==> src/rtl/sieve_pkg.sv <==
package sieve_pkg;

  typedef enum logic [3:0] {
    ST_FILL  = 4'd0,  // write 1 into every flag
    ST_JCHK  = 4'd1,  // bound test on j, present j to the RAM
    ST_FLAG  = 4'd2,  // registered flag of j is valid here
    ST_SKIP  = 4'd3,  // return after a cleared entry
    ST_BLOAD = 4'd4,  // b <= a + j
    ST_BCHK  = 4'd5,  // bound test on b, clear and step
    ST_STEP  = 4'd6,  // return into the clear loop
    ST_NEXTJ = 4'd7,  // return after the clear loop
    ST_DONE  = 4'd8   // terminal, holds until start
  } sv_state_e;

  typedef struct packed {
    logic j_clr;
    logic j_inc;
    logic a_ld;
    logic b_ld;
    logic sel_j;     // 1: j drives adder and address, 0: b does
    logic ram_we;
    logic ram_wd;
    logic p_clr;
    logic p_inc;
    logic c_clr;
    logic c_inc;
    logic peek_mode; // RAM address taken from the peek port
  } sv_ctl_t;

endpackage

==> src/rtl/sieve_rst_sync.sv <==
module sieve_rst_sync (
  input  logic clk,
  input  logic rst_n,
  output logic rst_n_sync
);

  logic stage_q;
  logic out_q;

  always_ff @(posedge clk or negedge rst_n) begin
    if (!rst_n) begin
      stage_q <= 1'b0;
      out_q   <= 1'b0;
    end else begin
      stage_q <= 1'b1;
      out_q   <= stage_q;
    end
  end

  assign rst_n_sync = out_q;

endmodule

==> src/rtl/sieve_flag_ram.sv <==
module sieve_flag_ram #(
  parameter int DEPTH = 1024,
  localparam int AW   = $clog2(DEPTH)
) (
  input  logic          clk,
  input  logic [AW-1:0] addr,
  input  logic          we,
  input  logic          wd,
  output logic          rd
);

  logic mem [DEPTH];
  logic rd_q;

  // single port, registered read, one cycle latency
  always_ff @(posedge clk) begin
    if (we) begin
      mem[addr] <= wd;
    end
    rd_q <= mem[addr];
  end

  assign rd = rd_q;

endmodule

==> src/rtl/sieve_datapath.sv <==
module sieve_datapath
  import sieve_pkg::*;
#(
  parameter int DEPTH  = 1024,
  parameter int PCNT_W = 16,
  parameter int CCNT_W = 20,
  localparam int AW    = $clog2(DEPTH),
  localparam int IDX_W = AW + 2
) (
  input  logic              clk,
  input  logic              rst_n,
  input  sv_ctl_t           ctl,
  input  logic [AW-1:0]     peek_addr,
  output logic              j_lt,
  output logic              b_lt,
  output logic              fill_last,
  output logic [AW-1:0]     ram_addr,
  output logic [PCNT_W-1:0] prime_count,
  output logic [CCNT_W-1:0] cycle_count
);

  localparam logic [IDX_W-1:0] DEPTH_I = IDX_W'(DEPTH);
  localparam logic [IDX_W-1:0] LAST_I  = IDX_W'(DEPTH - 1);

  logic [IDX_W-1:0]  j_q, j_d;
  logic [IDX_W-1:0]  a_q, a_d;
  logic [IDX_W-1:0]  b_q, b_d;
  logic [IDX_W-1:0]  k;
  logic [IDX_W-1:0]  sum;
  logic [PCNT_W-1:0] p_q, p_d;
  logic [CCNT_W-1:0] c_q, c_d;

  // shared operand select and single adder
  assign k   = ctl.sel_j ? j_q : b_q;
  assign sum = k + a_q;

  always_comb begin
    j_d = j_q;
    if (ctl.j_clr) begin
      j_d = '0;
    end else if (ctl.j_inc) begin
      j_d = j_q + IDX_W'(1);
    end
  end

  always_comb begin
    a_d = a_q;
    if (ctl.a_ld) begin
      a_d = {j_q[IDX_W-2:0], 1'b0} + IDX_W'(3);
    end
  end

  always_comb begin
    b_d = b_q;
    if (ctl.b_ld) begin
      b_d = sum;
    end
  end

  always_comb begin
    p_d = p_q;
    if (ctl.p_clr) begin
      p_d = '0;
    end else if (ctl.p_inc) begin
      p_d = p_q + PCNT_W'(1);
    end
  end

  always_comb begin
    c_d = c_q;
    if (ctl.c_clr) begin
      c_d = '0;
    end else if (ctl.c_inc) begin
      c_d = c_q + CCNT_W'(1);
    end
  end

  always_ff @(posedge clk or negedge rst_n) begin
    if (!rst_n) begin
      j_q <= '0;
      a_q <= '0;
      b_q <= '0;
      p_q <= '0;
      c_q <= '0;
    end else begin
      j_q <= j_d;
      a_q <= a_d;
      b_q <= b_d;
      p_q <= p_d;
      c_q <= c_d;
    end
  end

  assign j_lt        = (j_q < DEPTH_I);
  assign b_lt        = (b_q < DEPTH_I);
  assign fill_last   = (j_q == LAST_I);
  assign ram_addr    = ctl.peek_mode ? peek_addr : k[AW-1:0];
  assign prime_count = p_q;
  assign cycle_count = c_q;

  // an enabled count step moves the counter by exactly one
  a_r6_cycle_step : assert property (@(posedge clk) disable iff (!rst_n)
    (ctl.c_inc && !ctl.c_clr) |=> (c_q == $past(c_q) + CCNT_W'(1)));

  // a clearing write never targets an index outside the table
  a_r4_clear_in_range : assert property (@(posedge clk) disable iff (!rst_n)
    (ctl.ram_we && !ctl.ram_wd) |-> (b_q < DEPTH_I));

  // the sweep index never runs past the table end
  a_r3_j_bound : assert property (@(posedge clk) disable iff (!rst_n)
    (j_q <= DEPTH_I));

endmodule

==> src/rtl/sieve_ctrl.sv <==
module sieve_ctrl
  import sieve_pkg::*;
(
  input  logic    clk,
  input  logic    rst_n,
  input  logic    start,
  input  logic    j_lt,
  input  logic    b_lt,
  input  logic    fill_last,
  input  logic    flag,
  output sv_ctl_t ctl,
  output logic    done
);

  sv_state_e st_q, st_d;

  always_comb begin
    st_d = st_q;
    ctl  = '0;
    unique case (st_q)
      ST_FILL: begin
        ctl.sel_j  = 1'b1;
        ctl.ram_we = 1'b1;
        ctl.ram_wd = 1'b1;
        ctl.c_inc  = 1'b1;
        if (fill_last) begin
          ctl.j_clr = 1'b1;
          st_d      = ST_JCHK;
        end else begin
          ctl.j_inc = 1'b1;
        end
      end
      ST_JCHK: begin
        ctl.sel_j = 1'b1;
        ctl.c_inc = 1'b1;
        st_d      = j_lt ? ST_FLAG : ST_DONE;
      end
      ST_FLAG: begin
        ctl.sel_j = 1'b1;
        ctl.c_inc = 1'b1;
        if (flag) begin
          ctl.p_inc = 1'b1;
          ctl.a_ld  = 1'b1;
          st_d      = ST_BLOAD;
        end else begin
          ctl.j_inc = 1'b1;
          st_d      = ST_SKIP;
        end
      end
      ST_SKIP: begin
        ctl.c_inc = 1'b1;
        st_d      = ST_JCHK;
      end
      ST_BLOAD: begin
        ctl.sel_j = 1'b1;
        ctl.b_ld  = 1'b1;
        ctl.c_inc = 1'b1;
        st_d      = ST_BCHK;
      end
      ST_BCHK: begin
        ctl.c_inc = 1'b1;
        if (b_lt) begin
          ctl.ram_we = 1'b1;
          ctl.ram_wd = 1'b0;
          ctl.b_ld   = 1'b1;
          st_d       = ST_STEP;
        end else begin
          ctl.j_inc = 1'b1;
          st_d      = ST_NEXTJ;
        end
      end
      ST_STEP: begin
        ctl.c_inc = 1'b1;
        st_d      = ST_BCHK;
      end
      ST_NEXTJ: begin
        ctl.c_inc = 1'b1;
        st_d      = ST_JCHK;
      end
      ST_DONE: begin
        ctl.peek_mode = 1'b1;
        if (start) begin
          ctl.j_clr = 1'b1;
          ctl.p_clr = 1'b1;
          ctl.c_clr = 1'b1;
          st_d      = ST_FILL;
        end
      end
      default: begin
        st_d = ST_DONE;
      end
    endcase
  end

  always_ff @(posedge clk or negedge rst_n) begin
    if (!rst_n) begin
      st_q <= ST_FILL;
    end else begin
      st_q <= st_d;
    end
  end

  assign done = (st_q == ST_DONE);

  // the terminal state is left only on a start pulse
  a_r7_done_sticky : assert property (@(posedge clk) disable iff (!rst_n)
    (st_q == ST_DONE && !start) |=> (st_q == ST_DONE));

  // once sweeping, no path leads back into the fill phase
  a_r8_no_restart_busy : assert property (@(posedge clk) disable iff (!rst_n)
    (st_q != ST_DONE && st_q != ST_FILL) |=> (st_q != ST_FILL));

  // the fill phase is left only toward the sweep
  a_r2_fill_exit : assert property (@(posedge clk) disable iff (!rst_n)
    (st_q == ST_FILL) |=> (st_q == ST_FILL || st_q == ST_JCHK));

endmodule

==> src/rtl/prime_sieve_engine.sv <==
module prime_sieve_engine
  import sieve_pkg::*;
#(
  parameter int DEPTH  = 1024,
  parameter int PCNT_W = 16,
  parameter int CCNT_W = 20,
  localparam int AW    = $clog2(DEPTH)
) (
  input  logic              clk,
  input  logic              rst_n,
  input  logic              start,
  input  logic [AW-1:0]     peek_addr,
  output logic              done,
  output logic [PCNT_W-1:0] prime_count,
  output logic [CCNT_W-1:0] cycle_count,
  output logic              peek_flag
);

  logic          rst_n_s;
  sv_ctl_t       ctl;
  logic          j_lt;
  logic          b_lt;
  logic          fill_last;
  logic [AW-1:0] ram_addr;
  logic          flag_rd;

  sieve_rst_sync u_rst (
    .clk        (clk),
    .rst_n      (rst_n),
    .rst_n_sync (rst_n_s)
  );

  sieve_ctrl u_ctrl (
    .clk       (clk),
    .rst_n     (rst_n_s),
    .start     (start),
    .j_lt      (j_lt),
    .b_lt      (b_lt),
    .fill_last (fill_last),
    .flag      (flag_rd),
    .ctl       (ctl),
    .done      (done)
  );

  sieve_datapath #(
    .DEPTH  (DEPTH),
    .PCNT_W (PCNT_W),
    .CCNT_W (CCNT_W)
  ) u_dp (
    .clk         (clk),
    .rst_n       (rst_n_s),
    .ctl         (ctl),
    .peek_addr   (peek_addr),
    .j_lt        (j_lt),
    .b_lt        (b_lt),
    .fill_last   (fill_last),
    .ram_addr    (ram_addr),
    .prime_count (prime_count),
    .cycle_count (cycle_count)
  );

  sieve_flag_ram #(
    .DEPTH (DEPTH)
  ) u_ram (
    .clk  (clk),
    .addr (ram_addr),
    .we   (ctl.ram_we),
    .wd   (ctl.ram_wd),
    .rd   (flag_rd)
  );

  assign peek_flag = flag_rd;

  // outputs hold still while done and no restart is requested
  a_r7_outputs_frozen : assert property (@(posedge clk) disable iff (!rst_n_s)
    (done && !start) |=> ($stable(prime_count) && $stable(cycle_count)));

  // a start seen while done restarts with cleared counters
  a_r9_restart_clears : assert property (@(posedge clk) disable iff (!rst_n_s)
    (done && start) |=> (!done && prime_count == '0 && cycle_count == '0));

  // in reset, the counters read zero
  a_r1_reset_zero : assert property (@(posedge clk)
    (!rst_n_s) |-> (prime_count == '0 && cycle_count == '0 && !done));

endmodule

==> config.mk <==
export PLATFORM = sky130hd
export DESIGN_NAME = prime_sieve_engine
export DESIGN_NICKNAME = d
export VERILOG_FILES = /design/src/rtl/sieve_pkg.sv /design/src/rtl/sieve_rst_sync.sv /design/src/rtl/sieve_flag_ram.sv /design/src/rtl/sieve_datapath.sv /design/src/rtl/sieve_ctrl.sv /design/src/rtl/prime_sieve_engine.sv
export SDC_FILE = /design/constraint.sdc
export NUM_CORES = 2
export LEC_CHECK = 0
export CAP_MARGIN = 20
export CORE_MARGIN = 3
export CORE_UTILIZATION = 48
export CTS_BUF_LIST = sky130_fd_sc_hd__clkbuf_16
export DETAILED_ROUTE_END_ITERATION = 8
export DONT_BUFFER_PORTS = 1
export PLACE_DENSITY_LB_ADDON = 0.12
export SYNTH_ARGS = -nofsm -noshare
export SYNTH_HDL_FRONTEND = slang
export SYNTH_HIERARCHICAL = 1
export SYNTH_SLANG_ARGS = --single-unit
==> constraint.sdc <==
create_clock -name clk -period 2.25 [get_ports clk]
set_input_delay 0.45 -clock clk [delete_from_list [all_inputs] [get_ports clk]]
set_output_delay 0.45 -clock clk [all_outputs]
set_load 0.02 [all_outputs]
==> out/qor.yml <==
grt_overflow: 0
dpl.cell_count: 5325
instances_no_fill: 5684
required_ps: 2850
final_layout_size_suffix_gt1_frac: 0.328
switchingPower_mw: 38.4
synth_top_family_by_area: "simple AND/OR/NAND/NOR gates"
final_antenna_net_count: 0
antenna_found_initial: 0
tightest_slew_ps: 639
violations: "negative setup slack"
muxShareOfSynthArea: 0.116
track_usage: 0.307
fin_skew_ps: 23.4
setup_tns_ps: -1179470
die_w_um: 325
final-hold-violation-count: 0
cts_tree: "yes"
drt_iter0_markers: 4669
die_h_um: 325
regToRegStartpoint: "u_ctrl/st_q[1]"
synth_edf_count: 1024
syn_to_final_growth_pct: 30.3
synth_cells: 3832
grt_pass1_wl_um: 236000
reg2reg_depth: 16
synth_xor_area_frac: 0.0100
dp.final_hpwl_um: 102000
core_area_um2: 101000
leakagePower_nw: 22.2
min_path_type: "input pin to flip-flop"
grt_max_degree: 91
initial_core_util: 0.486
rrSetupSlack_ps: -1740
numPortBuffers: 0
utilization: 0.633
io_pins: 51
dieArea_um2: 106000
ys_ff_latch: 1103
rsz0062_at_grt: "true"
power_frac_clock: 0.183
fin_ws_ps: -1740
async_reset_ff_frac: 0.0707
outcome: "finished, violations left"
hp-start: "start"
nets: 4260
setup_viol: 1065
drv_slew: 0
place.gp.congestion: 0.945
swShare: 0.398
numCtsBuffers: 116
critPathKind: "flip-flop to flip-flop"
vias: 35200
yosys.area_share.adder: 0.00423
synth-compound-area-share: 0.0421
ys.flop_type: "edfxtp_1"
max_cap_viol_count: 0
p_per_area_nw_per_um2: 1520
cp-start-kind: "flip-flop"
synth-simple-area-share: 0.124
synth_cell_types: 76
seqPwrFrac: 0.286
slew_headroom: 0.562
root_buffer: "clkbuf_16"
synth_warnings: 6
crit_fanout: 8
cts_buffer_depth: 3
syn_avg_cell_area_um2: 12.7
ir_drop_v: 0.000981
grt_pass1_vias: 33900
p_int_mw: 58.0
dr.pass1.iters: 8
synth_nets: 3860
drt-vias-per-instance: 6.18
critPathArrivalTime_ps: 4590
rows: 116
power_frac_comb: 0.531
cts_sinks: 1103
htree_levels: 3
period_share: 1.77
layout_min_cycle_time_ps: 3990
clock_latency_ps: 720
clkSlewWorstSetupHoldPaths_ps: 70
ys_seq_area_frac: 0.670
max_freq_ghz: 0.251
postRouteWirelength_um: 174000
netlist_area_um2: 48800
endpoint_kind: "flip-flop"
hold_depth: 2
avgRoutedWirePerCell_um: 30.7
hold_end: "u_ctrl/st_q[3]"
drc: 0
r2r-end: "u_ram/rd"
-- power by group through the flow --
stage | Clock, mW | Sequential (mW) | Combinational [mW]
3_5_place_dp | 0 | 27.9 | 42.0
3_3_place_gp | 0 | 27.9 | 41.4
6_report | 17.7 | 27.5 | 51.2
5_1_grt | 18.8 | 27.6 | 52.6
4_1_cts | 17.9 | 27.5 | 46.5
2_1_floorplan | 0 | 24.7 | 21.2
-- how the worst max path moves through the flow --
stage,startpoint,end,slack (ps),cells after the start
floorplan,u_ctrl/st_q[3],u_ram/mem[0],-19100,1
global placement,u_ctrl/st_q[1],u_ram/rd,-2010,14
detailed placement,u_ctrl/st_q[1],u_ram/rd,-2030,14
CTS,u_ctrl/st_q[1],u_ram/rd,-1580,16
global route,u_ctrl/st_q[1],u_ram/rd,-1850,16
finish,u_ctrl/st_q[1],u_ram/rd,-1740,16
-- layer usage --
metal  GRT usage  share of wire  vias up
met5           0              0        -
met4       0.126          0.059        0
met3      0.0645           0.11      507
met2       0.483           0.46     2202
met1       0.419           0.38    17700
li1            -              -    14700
-- cells in the final DEF, fill, tap and decap left out, types with 17 or more instances in the layout --
cell,n
edfxtp_1,1024
nor2_1,737
mux2i_1,436
buf_4,329
nor2_2,275
o22ai_1,193
buf_12,181
clkbuf_16,147
nor2_4,134
dfrtp_1,77
nand2_1,62
inv_1,40
buf_6,38
nor4_1,37
xor2_1,35
mux4_2,32
nand3_1,30
clkinv_2,27
clkinv_1,26
a21oi_1,24
nand2_8,22
buf_16,21
nor3_1,21
xnor2_1,21
buf_8,18
mux2_4,18
o21ai_0,17
mux2i_2,17
-- cell families (layout without fill, tap and decap cells) --
kind of cell / count (synthesis) / after routing
and+or+nand+nor: 1460 / 1460
DFF: 1103 / 1103
muxes: 521 / 524
buffers and inverters: 360 / 851
AOI/OAI and AO/OA: 315 / 315
xor gates and xnor gates: 56 / 56
adders and majority gates: 16 / 16
other: 1 / 2
-- sequential cells by signal, summed over array words and instances (netlist names) --
signal,count
u_rst/rst_n_sync,1
u_dp/cycle_count,20
u_ram/rd,1
u_dp/prime_count,16
u_rst/stage_q,1
u_ctrl/st_q,4
u_dp/b_q,12
u_ram/mem,1024
u_dp/j_q,12
u_dp/a_q,12
-- what timing repair did --
action / in CTS / in global routing
setup buffers: 53 / 34
hold endpoints to repair: 2 / 0
gates cloned: 23 / 36
setup endpoints to repair: 1067 / 1070
resized for setup: 173 / 360
pin swaps: 36 / 52
hold buffers: 2 / 0
-- layout make-up --
cell class	count	area, um^2
Antenna cell	1	2.50
Clock inverter	93	503
Timing Repair Buffer	622	8250
Fill cell	7434	36900
Clock buffer	119	2980
Inverter	17	63.8
Sequential cell	1103	32700
Tap cell	1357	1700
Multi-Input combinational cell	2372	17400
-- metrics by stage --
stage / total power [mW] / setup slack, ps / hold slack, ps / cell area, um^2
final: 96.4 / -1740 / 52.2 / 63700
after global routing: 99.0 / -1850 / 20.2 / 63700
after CTS: 91.9 / -1580 / 20.7 / 61200
after detailed placement: 69.9 / -2030 / 154 / 55900
after global placement: 69.3 / -2010 / 154 / 55900
after floorplan: 45.9 / -19100 / 154 / 50600
-- worst max-delay path, cell delays in order (launching register included) --
cell and delay, ps:
dfrtp_1 380, maj3_2 330, nor2_4 200, buf_4 150, mux2_4 300, mux2_4 350, buf_12 160, buf_4 150
nand4b_4 180, buf_4 230, o22ai_1 110, nor4_2 310, nand2_1 110, o211ai_1 340, nand4_1 330, nand2_1 140
nand3_1 80
-- synthesized netlist by cell type (8+ instances only) --
library cell | instances | area [um^2]
nand3_1 | 31 | 155
buf_4 | 23 | 173
mux2_2 | 30 | 338
nor3_1 | 26 | 130
ha_1 | 14 | 175
o2111ai_1 | 13 | 114
o22ai_1 | 199 | 1240
clkbuf_1 | 187 | 702
xor2_1 | 35 | 307
a211oi_1 | 11 | 82.6
edfxtp_1 | 1024 | 30700
dfrtp_1 | 78 | 1950
nor4_1 | 46 | 288
nand2_1 | 113 | 424
and3_1 | 14 | 87.6
nand4_1 | 14 | 87.6
or3_1 | 8 | 50.1
a21oi_1 | 29 | 145
mux2i_1 | 459 | 4590
buf_2 | 120 | 601
nor2_1 | 1146 | 4300
inv_1 | 15 | 56.3
mux4_2 | 32 | 721
o211ai_1 | 15 | 113
o21ai_0 | 17 | 85.1
xnor2_1 | 21 | 184
No activity file was read; power rests on OpenSTA's default activity.
